<file path="src/rtl/plt_stat_pkg.sv">
package plt_stat_pkg;
    typedef struct packed {
        logic pend;   // bit 0
        logic busy;   // bit 14
        logic ready;  // bit 15
    } stat_t;

    localparam stat_t STAT_IDLE = '{pend: 1'b0, busy: 1'b0, ready: 1'b0};
endpackage

</file>
<file path="src/rtl/plt_sync.sv">
module plt_sync #(
    parameter int unsigned STAGES = 2
) (
    input  logic clk_i,
    input  logic rst_ni,
    input  logic d_i,
    output logic q_o
);
    logic [STAGES-1:0] chain_d, chain_q;

    generate
        if (STAGES == 1) begin : g_one
            always_comb chain_d = d_i;
        end else begin : g_many
            always_comb chain_d = {chain_q[STAGES-2:0], d_i};
        end
    endgenerate

    always_ff @(posedge clk_i or negedge rst_ni) begin
        if (!rst_ni) chain_q <= '0;
        else         chain_q <= chain_d;
    end

    assign q_o = chain_q[STAGES-1];
endmodule

</file>
<file path="src/rtl/plt_irq_ctl.sv">
module plt_irq_ctl (
    input  logic clk_i,
    input  logic rst_ni,
    input  logic sense_act_i,
    input  logic clr15_i,
    input  logic done_i,
    output logic irq_o
);
    typedef struct packed {
        logic in_sense;
        logic armed;
        logic irq;
    } irq_state_t;

    irq_state_t st_d, st_q;
    logic       sense_end;

    always_comb begin
        st_d          = st_q;
        sense_end     = st_q.in_sense && !sense_act_i;
        st_d.in_sense = sense_act_i;
        // qualifier is remembered for the whole cycle, dropped once it ends
        st_d.armed    = sense_act_i ? (st_q.armed || clr15_i) : 1'b0;
        if (done_i)
            st_d.irq = 1'b1;
        else if (sense_end && st_q.armed)
            st_d.irq = 1'b0;
    end

    always_ff @(posedge clk_i or negedge rst_ni) begin
        if (!rst_ni) st_q <= '0;
        else         st_q <= st_d;
    end

    assign irq_o = st_q.irq;
endmodule

</file>
<file path="src/rtl/plt_stat_enc.sv">
module plt_stat_enc
    import plt_stat_pkg::*;
(
    input  logic  clk_i,
    input  logic  rst_ni,
    input  logic  sense_act_i,
    input  logic  irq_i,
    input  logic  busy_i,
    input  logic  ready_i,
    output stat_t stat_o
);
    stat_t stat_d, stat_q;

    always_comb begin
        stat_d = STAT_IDLE;
        if (sense_act_i) begin
            stat_d.pend  = irq_i;
            stat_d.busy  = busy_i;
            stat_d.ready = ready_i;
        end
    end

    always_ff @(posedge clk_i or negedge rst_ni) begin
        if (!rst_ni) stat_q <= STAT_IDLE;
        else         stat_q <= stat_d;
    end

    assign stat_o = stat_q;
endmodule

</file>
<file path="src/rtl/plotter_status_irq.sv">
module plotter_status_irq
    import plt_stat_pkg::*;
#(
    parameter int unsigned SYNC_STAGES = 2
) (
    input  logic clk_i,
    input  logic rst_ni,
    input  logic sense_i,
    input  logic area_i,
    input  logic clr15_i,
    input  logic done_i,
    input  logic busy_i,
    input  logic pwr_i,
    output logic irq_o,
    output logic stat0_o,
    output logic stat14_o,
    output logic stat15_o
);
    logic  sense_act;
    logic  ready;
    logic  irq;
    stat_t stat;

    assign sense_act = sense_i && area_i;

    plt_sync #(.STAGES(SYNC_STAGES)) u_pwr_sync (
        .clk_i (clk_i),
        .rst_ni(rst_ni),
        .d_i   (pwr_i),
        .q_o   (ready)
    );

    plt_irq_ctl u_irq (
        .clk_i      (clk_i),
        .rst_ni     (rst_ni),
        .sense_act_i(sense_act),
        .clr15_i    (clr15_i),
        .done_i     (done_i),
        .irq_o      (irq)
    );

    plt_stat_enc u_enc (
        .clk_i      (clk_i),
        .rst_ni     (rst_ni),
        .sense_act_i(sense_act),
        .irq_i      (irq),
        .busy_i     (busy_i),
        .ready_i    (ready),
        .stat_o     (stat)
    );

    assign irq_o    = irq;
    assign stat0_o  = stat.pend;
    assign stat14_o = stat.busy;
    assign stat15_o = stat.ready;
endmodule

</file>
<file path="config.mk">
export PLATFORM = sky130hd
export DESIGN_NAME = plotter_status_irq
export DESIGN_NICKNAME = d
export VERILOG_FILES = /design/src/rtl/plt_stat_pkg.sv /design/src/rtl/plt_sync.sv /design/src/rtl/plt_irq_ctl.sv /design/src/rtl/plt_stat_enc.sv /design/src/rtl/plotter_status_irq.sv
export SDC_FILE = /design/constraint.sdc
export NUM_CORES = 1
export LEC_CHECK = 0
export ABC_AREA = 1
export BUFFER_PORTS_ARGS = -buffer_cell sky130_fd_sc_hd__buf_2
export CELL_PAD_IN_SITES_DETAIL_PLACEMENT = 2
export CELL_PAD_IN_SITES_GLOBAL_PLACEMENT = 2
export CORE_AREA = 10 10 47 49
export CTS_BUF_LIST = sky130_fd_sc_hd__clkbuf_4
export DETAILED_ROUTE_END_ITERATION = 12
export DIE_AREA = 0 0 57 59
export HOLD_SLACK_MARGIN = 0.05
export PLACE_DENSITY = 0.73
export SLEW_MARGIN = 10
export SYNTH_ARGS = -nofsm -noshare
export SYNTH_HDL_FRONTEND = slang
export SYNTH_SLANG_ARGS = --single-unit
export TNS_END_PERCENT = 30
</file>
<file path="constraint.sdc">
create_clock -name clk_i -period 0.8 [get_ports clk_i]
set_input_delay 0.04 -clock clk_i [delete_from_list [all_inputs] [get_ports clk_i]]
set_output_delay 0.04 -clock clk_i [all_outputs]
set_load 0.02 [all_outputs]
</file>
After elaboration in Yosys (flattened, before gate mapping)
Index checks and enable logic that the tools add are counted.
{"block": "classes", "mux": 4, "reduce_logical": 6}
{"operator": "logical AND 1 bit", "count": 3}
{"operator": "two-way mux 1 bit", "count": 3}
{"operator": "two-way mux 3 bit", "count": 1}
{"operator": "nonzero test 2 bit", "count": 1}
{"operator": "logical NOT 1 bit", "count": 1}
{"operator": "logical OR 1 bit", "count": 1}
{"block": "word_totals", "ff_bits": 8, "in_bits": 8, "output_inout_bits": 4, "wordCells": 17}

Depth between registers and ports, before layout
Gate-level depths: netlist (run 1).
{"block": "depth", "ltp_word": 6, "depth_mapped": 3, "ltp_nobuf": 3}

By module
From an unflattened synthesis (run 1), not the netlist that was laid out.
{"block": "unflattened", "hier_cells": 23, "hier_area_um2": 257.7}
{"mod": "plt_irq_ctl", "n_inst": 1, "cells_per_inst": 10, "area_each_um2": 102.6, "seq_area_each_um2": 75.1}
{"mod": "plt_stat_enc", "n_inst": 1, "cells_per_inst": 9, "area_each_um2": 97.6, "seq_area_each_um2": 75.1}
{"mod": "plt_sync", "n_inst": 1, "cells_per_inst": 2, "area_each_um2": 50.0, "seq_area_each_um2": 50.0}
{"mod": "plotter_status_irq", "n_inst": 1, "cells_per_inst": 2, "area_each_um2": 7.5, "seq_area_each_um2": 0.0}

Worst setup path before layout (run 1)
OpenSTA, ideal clock, no wires.
{"block": "synth_timing", "kind": "reg2reg", "startpoint": "reg u_irq.irq_o (netlist name)", "endpoint": "reg u_irq.st_q (netlist bit u_irq.irq_o)", "setup_ns": 0.125, "arrival_ns": 0.618, "required_ns": 0.675, "setup_slack_ns": 0.057, "path_stages_with_launch": 3, "n_path_buf": 0, "synth_period_minus_slack_ns": 0.743, "path_cell_list": "dfrtp_1 > nand3_1 > nand3_1"}
{"item": "end signal: assignment", "line_no": "plt_irq_ctl.sv:32", "source": "else st_q <= st_d;"}
{"item": "end: declaration", "line_no": "plt_irq_ctl.sv:15", "source": "irq_state_t st_d, st_q;"}

Worst setup path after layout (run 1)
{"block": "layout_timing", "startpoint": "reg u_irq.st_q (netlist bit u_irq.irq_o)", "endpoint": "out irq_o"}
{"item": "end: declaration", "line_no": "plotter_status_irq.sv:14", "source": "output logic irq_o,"}
No word-level cell between the ends.

==> run summary, run 1 <==
Detail Placement HPWL: 495 µm
Final Hold Slack: 0.158 ns
Clk slew on worst S/H paths: 0.06 ns
P&R area growth vs syn: 72.3%
Peak supply drop: 0.464 mV
DR pass1 iterations: 1
Layout Skew: 0.00807 ns
Initial antenna violation count: 0
Setup CP Type: flip-flop to primary output
Fin worst setup slack: -0.0244 ns
Cell Area, Synth: 258 µm²
Post-synth top area share: 0.777
Routed Antenna Nets: 0
CTS Buf Count: 3
Layout cells sized above 1: 0.386
Crit Path Max Fanout: 2
Clk buf depth: 2
Routed wire length: 735 µm
DRC Markers: 0
Num rows: 14
RSZ-0062 raised after global routing: true
Crit start category: flip-flop
Worst path max stage delay: 0.39 ns
Port-buffer cells: 11
Final hold vios: 0
CP Capture Type: primary output
Outcome: finished, violations left
Fmax: 1210 MHz
I/O pin count: 12
Post-synth ARST share: 1.00
Sequential share of the synthesized area: 0.777
CTS Root Cell: clkbuf_4
Max cap viols: 0
Top-count cell post-synth: dfrtp_1
Setup Viol. Count Final: 3
Synth area leaders: dfrtp_1 (78%), inv_1 (7.3%), nor2_1 (5.8%)
First-pass GRT wire length: 1300 µm
Crit share post-route: 1.03
Critical path's slowest cell: dfrtp_1
Cell count after synthesis: 22
Grt ovf: 0
Buf+Inv Stages, Crit Path: 1
Seq cells post-synth: 8
Fin crit period: 0.824 ns
Worst EP required: 0.76 ns
Pwr/cell area: 1870 nW/µm²
Core area: 1400 µm²
Final nets: 54
Starting Density: 0.184
Dpl ws: 0.121 ns
DR WL/cell: 12.3 µm
Critical Path AT: 0.78 ns
Worst-path cell chain: buf_6
Post-synth EDFFs: 0
Worst Tran Pin Value: 0.183 ns
Final Power: 0.000831 W
CP top delay family: flip-flops
Via/cell ratio: 3.80
Clock Latency Late Sink: 0.25 ns
Post-synthesis cell type count: 6
Global-route usage over all layers: 0.0527
Global placement routability congestion: 0.594
Top cells by count, synth: dfrtp_1 (8), inv_1 (5), nor2_1 (4), nand2_1 (2), nand3_1 (2)
Largest net degree at the start of global routing: 9
Post-synth top flop: dfrtp_1
First-iteration detailed-routing DRC count: 0
CP startpoint: u_irq.irq_o$_DFFE_PN0P_
Hold Path Class: primary input to asynchronous set/reset pin
Via count: 228
Die Y: 59 µm
H-tree depth: 1
Rel. slew slack: 0.878
Failing checks: negative setup slack
Placement Cell Area: 333 µm²
Lkg Pwr: 0.249 nW
Diode count: 0
Final Cell Area: 444 µm²
Die width: 57 µm
Vias in the first global route: 291
Syn avg cell area: 11.7 µm²
Crit Reg-Reg Startpoint: u_irq.irq_o$_DFFE_PN0P_
Yosys synthesis warning count: 0
Fillers: 172
Synth area leader: dfrtp_1
Final Max Tran Viols: 0
Die footprint: 3360 µm²
Clock sinks: 8
Syn Nets: 30
CTS tree: done
-- cell usage in the layout, fill, tap and decap left out, drive strengths merged --
cell type,instances
dlygate4sd3,7
nand3,2
dfrtp,8
clkbuf,3
inv,5
nor2,4
nand2,3
buf,12
-- state kept, by name (all words and copies together), names as in the netlist --
name                flops
u_enc.stat_o            3
u_irq.irq_o             1
u_irq.st_q              2
u_pwr_sync.chain_q      2
-- cell type report --
type                    count  area [µm²]  share of cell area
clock buffers               3        22.5              0.0507
well taps                  16        20.0              0.0451
flip-flops and latches      8         200               0.451
repair buffers             19         139               0.313
multi-input cells           9        43.8              0.0986
inverters                   5        18.8              0.0423
-- final timing paths --
path                       slack (ns)  depth (start not counted)                               to
setup / recovery                -0.02                          1                            irq_o
hold / removal                   0.16                          2          u_irq.st_q[1]$_DFF_PN0_
setup reg to reg                 0.01                          3          u_irq.irq_o$_DFFE_PN0P_
hold reg to reg                  0.35                          0  u_pwr_sync.chain_q[1]$_DFF_PN0_
max in group asynchronous        0.47                          2        u_enc.stat_o[2]$_DFF_PN0_
min in group clk_i               0.35                          0  u_pwr_sync.chain_q[1]$_DFF_PN0_
-- per-layer routing --
metal	part of all wire	wire, µm	up-vias	track usage
met3	0.17	122	2	0.0386
met5	0	0	-	0
met1	0.38	281	103	0.0485
met2	0.44	320	16	0.0698
met4	0.014	10	0	0.0604
li1	-	-	107	-
-- stage by stage --
| stage | instances | TNS (ns) | utilization |
|---|---|---|---|
| 2_1_floorplan | 22 | 0 | - |
| 3_3_place_gp | 49 | 0 | 0.238 |
| 3_5_place_dp | 49 | 0 | 0.238 |
| 4_1_cts | 60 | -0.0777 | 0.317 |
| 5_1_grt | 60 | -0.174 | 0.317 |
| 6_report | 60 | -0.0357 | 0.317 |
-- cell families after synthesis --
family,synth area share
and+or+nand+nor,0.150
DFF,0.777
buffers and inverters,0.0728
-- timing repair --
| action | CTS | global route |
|---|---|---|
| resized for setup | 3 | 0 |
| pin swaps | 0 | 0 |
| endpoints found under the setup margin | 4 | 5 |
| gates cloned | 0 | 0 |
| hold buffers | 7 | 0 |
| endpoints found under the hold margin | 14 | 0 |
| setup buffers | 1 | 0 |
-- power breakdown --
group	internal [W]	leakage [nW]	switching, W	total, W
registers	0.000422	0.0983	0.00000538	0.000427
clock network	0.000172	0.0138	0.000140	0.000312
logic	0.0000485	0.137	0.0000433	0.0000918
total	0.000642	0.249	0.000189	0.000831
Note: power is estimated with default switching activity, not from simulation.
==> inputs of run 2 (changes only) <==
PLACE_DENSITY = 0.71   (was 0.73)
clock period = 0.9 ns   (was 0.8 ns; I/O delays follow)
==> run 2 against run 1 <==
The run now ends clean. Clock-buffer cell count unchanged. Wire length decreased by 3.0%. Critical path depth unchanged. Combinational power decreased by 23%. Global-route usage decreased by 0.35 points. Sequential power decreased by 11%. Cell count decreased by 5.0%. Power decreased by 12%. Setup slack improved by 0.070 ns. Clock power decreased by 11%. Final area decreased by 8.7%. Critical endpoint unchanged. Highest routed layer unchanged.
==> run summary, run 2 (synthesis results as in run 1) <==
Die footprint: 3360 µm²
Grt met1 use: 0.0364
Num rows: 14
CTS Buf Count: 3
H-tree depth: 1
Via/cell ratio: 3.77
Global-route usage over all layers: 0.0492
Final hold vios: 0
DRC Markers: 0
Hold Path Class: primary input to flip-flop
Crit Reg-Reg Startpoint: u_irq.irq_o$_DFFE_PN0P_
Met3 Resource Use GR: 0.0343
I/O pin count: 12
Rel. slew slack: 0.876
Clock Latency Late Sink: 0.25 ns
Via count: 215
Worst Tran Pin Value: 0.186 ns
Crit Path Max Fanout: 3
Worst path max stage delay: 0.39 ns
P&R area growth vs syn: 57.3%
Pwr/cell area: 1800 nW/µm²
Core area: 1400 µm²
Most common cell after layout, fill and taps aside: buf_2
Starting Density: 0.184
Seq. cell area: 200 µm²
Max cap viols: 0
Routed wire length: 713 µm
Routed Antenna Nets: 0
DR WL/cell: 12.5 µm
Buf+Inv Stages, Crit Path: 1
Grt ovf: 0
Die Y: 59 µm
Multi-input gate area in the final layout: 38.8 µm²
First-iteration detailed-routing DRC count: 0
Peak supply drop: 0.436 mV
Clk slew on worst S/H paths: 0.06 ns
Fmax: 1170 MHz
Vias in the first global route: 271
CP Capture Type: primary output
Final nets: 51
Critical Path AT: 0.81 ns
Worst reg2reg path depth: 2
Clock sinks: 8
Port-buffer cells: 11
M2 GR Usage: 0.0760
Outcome: finished, final reports clean
Setup Viol. Count Final: 0
Commonest cells after routing, fill and taps aside: buf_2 (11), dfrtp_1 (8), inv_1 (5), dlygate4sd3_1 (5), nor2_1 (4)
CP top delay family: flip-flops
CTS Root Cell: clkbuf_4
Hold_sp: area_i
Setup CP Type: flip-flop to primary output
Die width: 57 µm
Layout cells sized above 1: 0.366
Crit share post-route: 0.949
Diode count: 0
First-pass GRT wire length: 1160 µm
Crit start category: flip-flop
Largest register FFs: 3
CTS tree: done
Post-CTS setup buffers: 0
Largest net degree at the start of global routing: 9
Worst EP required: 0.85 ns
Final Cell Area: 405 µm²
Worst-path cell chain: buf_2
Hold EP: u_irq.st_q[2]$_DFF_PN0_
Final Hold Slack: 0.0455 ns
Fin Setup TNS: 0 ns
Layout Skew: 0.00104 ns
Initial antenna violation count: 0
Fin crit period: 0.854 ns
Worst reg2reg setup slack: 0.21 ns
Fillers: 169
RR Endpoint: u_irq.irq_o$_DFFE_PN0P_
Final Max Tran Viols: 0
Critical path's slowest cell: dfrtp_1
RSZ-0062 raised after global routing: false
Global placement routability congestion: 0.625
Lkg Pwr: 0.231 nW
Grt peak-use layer: met2
Worst hold stages: 3
Clk buf depth: 2
Placement Cell Area: 333 µm²
DR pass1 iterations: 1
[run 2: cell types whose count changed in the layout (fill, tap and decap cells not counted)]
cell	before	now
buf_4	1	0
buf_2	10	11
dlygate4sd3_1	7	5
nand3_1	1	2
buf_6	1	0
nand3_2	1	0
[run 2: per-stage QoR]
step,utilization,power (W),instances,setup WS [ns]
2_1_floorplan,-,0.000407,22,0.157
3_3_place_gp,0.238,0.000440,49,0.255
3_5_place_dp,0.238,0.000443,49,0.231
4_1_cts,0.289,0.000744,57,0.0349
5_1_grt,0.289,0.000775,57,0.00719
6_report,0.289,0.000729,57,0.0457
[run 2: worst register-to-register path, stage by stage (launching register included)]
cell and delay, ns:
dfrtp_1 0.39, nand3_1 0.10, nand3_1 0.09
[run 2: layout make-up]
class | count | area share
Clock buffer | 3 | 0.0556
Inverter | 5 | 0.0463
Multi-Input combinational cell | 9 | 0.0957
Sequential cell | 8 | 0.494
Tap cell | 16 | 0.0494
Timing Repair Buffer | 16 | 0.259
[run 2: worst max path at each step]
stage	from	to	slack (ns)	cells after the start
3_5_place_dp	u_irq.irq_o$_DFFE_PN0P_	u_irq.irq_o$_DFFE_PN0P_	0.23	2
3_3_place_gp	u_irq.irq_o$_DFFE_PN0P_	u_irq.irq_o$_DFFE_PN0P_	0.26	2
4_1_cts	u_irq.irq_o$_DFFE_PN0P_	irq_o	0.03	1
5_1_grt	u_irq.irq_o$_DFFE_PN0P_	irq_o	0.007	1
6_report	u_irq.irq_o$_DFFE_PN0P_	irq_o	0.05	1
2_1_floorplan	u_irq.irq_o$_DFFE_PN0P_	u_irq.irq_o$_DFFE_PN0P_	0.16	2
[run 2: routing by layer]
| metal | part of all wire | vias up |
|---|---|---|
| met5 | 0 | - |
| met4 | 0.052 | 0 |
| met3 | 0.11 | 4 |
| met2 | 0.45 | 12 |
| met1 | 0.39 | 97 |
| li1 | - | 102 |
[run 2: timing repair]
action                    CTS  global route
hold endpoints to repair   12             0
hold buffers                5             0
gates resized for setup     0             0
[run 2: where the power goes]
part,total [W],leakage [nW],internal (W),switching (W)
clock network,0.000278,0.0138,0.000153,0.000126
registers,0.000380,0.0983,0.000375,0.00000466
logic,0.0000710,0.119,0.0000351,0.0000359
==> inputs of run 3 (changes only) <==
BUFFER_PORTS_ARGS = unset   (was -buffer_cell sky130_fd_sc_hd__buf_2)
DONT_BUFFER_PORTS = 1   (was unset)
PLACE_DENSITY = 0.58   (was 0.71)
REMOVE_ABC_BUFFERS = 1   (was unset)
==> run 3 against run 2 <==
Hold slack improved by 0.10 ns. Clock power shrank 4%. Largest power group unchanged. Setup slack better by 0.0026 ns. Die area unchanged. Largest cell class unchanged. Sequential share of layout area grew 3.6 points.
==> run summary, run 3 (synthesis results as in run 1) <==
Outcome: finished, final reports clean
Setup CP Type: flip-flop to primary output
CTS Root Cell: clkbuf_4
Clock sinks: 8
H-tree depth: 1
Fin Setup TNS: 0 ns
Final Hold Slack: 0.146 ns
Via/cell ratio: 3.71
Most common cell after layout, fill and taps aside: dfrtp_1
Global placement routability congestion: 0.610
Grt ovf: 0
Worst Tran Pin Value: 0.379 ns
Starting Density: 0.184
Layout cells sized above 1: 0.152
Largest net degree at the start of global routing: 9
Rel. slew slack: 0.746
Critical Path AT: 0.81 ns
Fillers: 165
Clk slew on worst S/H paths: 0.06 ns
Buf+Inv Stages, Crit Path: 1
Die Y: 59 µm
Critical path's slowest cell: dfrtp_1
Clock Latency Late Sink: 0.25 ns
DRC Markers: 0
Die footprint: 3360 µm²
Layout Skew: 0.00842 ns
Post-CTS setup buffers: 0
Max cap viols: 0
Largest register FFs: 3
Final Max Tran Viols: 0
Number of gates resized after CTS: 0
Routed Antenna Nets: 0
I/O pin count: 12
Setup Viol. Count Final: 0
Routed wire length: 646 µm
Crit Path Max Fanout: 3
Worst EP required: 0.85 ns
Fmax: 1170 MHz
Worst-path cell chain: buf_4
CP Capture Type: primary output
Die width: 57 µm
RSZ-0062 raised after global routing: false
Final hold vios: 0
Crit start category: flip-flop
Lkg Pwr: 0.198 nW
Commonest cells after routing, fill and taps aside: dfrtp_1 (8), dlygate4sd3_1 (7), inv_1 (5)
CP top delay family: flip-flops
P&R area growth vs syn: 46.6%
Num rows: 14
DR WL/cell: 13.2 µm
Final nets: 43
CTS tree: done
Clk buf depth: 2
DR pass1 iterations: 3
Diode count: 0
Final core occ: 0.270
Core area: 1400 µm²
Worst path max stage delay: 0.39 ns
Port-buffer cells: 0
Crit share post-route: 0.946
First-iteration detailed-routing DRC count: 2
CTS Buf Count: 3
First-pass GRT wire length: 1090 µm
Vias in the first global route: 237
Fin crit period: 0.852 ns
Hold Path Class: primary input to asynchronous set/reset pin
Via count: 182
Global-route usage over all layers: 0.0434
Pwr/cell area: 1870 nW/µm²
Detail Placement HPWL: 539 µm
Peak supply drop: 0.689 mV
Initial antenna violation count: 0
[run 3: changes by cell type in the layout (fill, tap and decap cells not counted), sizes merged]
cell and delta:
buf -10, dlygate4sd3 +2
[run 3: power breakdown]
part           leakage [nW]  internal [W]  switching, W
sequential           0.0983      0.000376     0.0000142
clock                0.0138      0.000152      0.000114
combinational        0.0861     0.0000270     0.0000241
total                 0.198      0.000555      0.000153
[run 3: metrics by stage]
stage	std cells	power (W)	setup WS [ns]	instance area (µm²)
finish	49	0.000707	0.0483	378
global route	49	0.000759	0.00679	378
CTS	49	0.000726	0.0340	378
detailed placement	39	0.000416	0.217	285
global placement	39	0.000413	0.249	285
floorplan	22	0.000407	0.157	258
[run 3: layout make-up]
type                    instances  area (µm²)  area share
well taps                      16        20.0      0.0530
repair buffers                  8        77.6       0.205
inverters                       5        18.8      0.0497
flip-flops and latches          8         200       0.530
multi-input cells               9        38.8       0.103
clock buffers                   3        22.5      0.0596
[run 3: worst paths after layout]
path                                                  from                               to  slack [ns]  cells after the start
setup / recovery                   u_irq.irq_o$_DFFE_PN0P_                            irq_o        0.05                      1
hold / removal                                      rst_ni        u_enc.stat_o[1]$_DFF_PN0_        0.15                      1
setup reg to reg                   u_irq.irq_o$_DFFE_PN0P_          u_irq.irq_o$_DFFE_PN0P_        0.21                      2
hold reg to reg            u_pwr_sync.chain_q[0]$_DFF_PN0_  u_pwr_sync.chain_q[1]$_DFF_PN0_        0.35                      0
max in group asynchronous                           rst_ni          u_irq.st_q[2]$_DFF_PN0_        0.47                      1
min in group clk_i         u_pwr_sync.chain_q[0]$_DFF_PN0_  u_pwr_sync.chain_q[1]$_DFF_PN0_        0.35                      0
[run 3: routing by layer]
metal / global-route usage / vias to the layer above / wire [µm]
li1: - / 87 / -
met1: 0.0421 / 90 / 237
met2: 0.0713 / 5 / 377
met3: 0.0215 / 0 / 31
met4: 0.0302 / 0 / 0
met5: 0 / - / 0
[run 3: repair_timing]
action | CTS | global route
hold buffers | 7 | 0
endpoints found under the hold margin | 15 | 0
endpoints found under the setup margin | 0 | 0
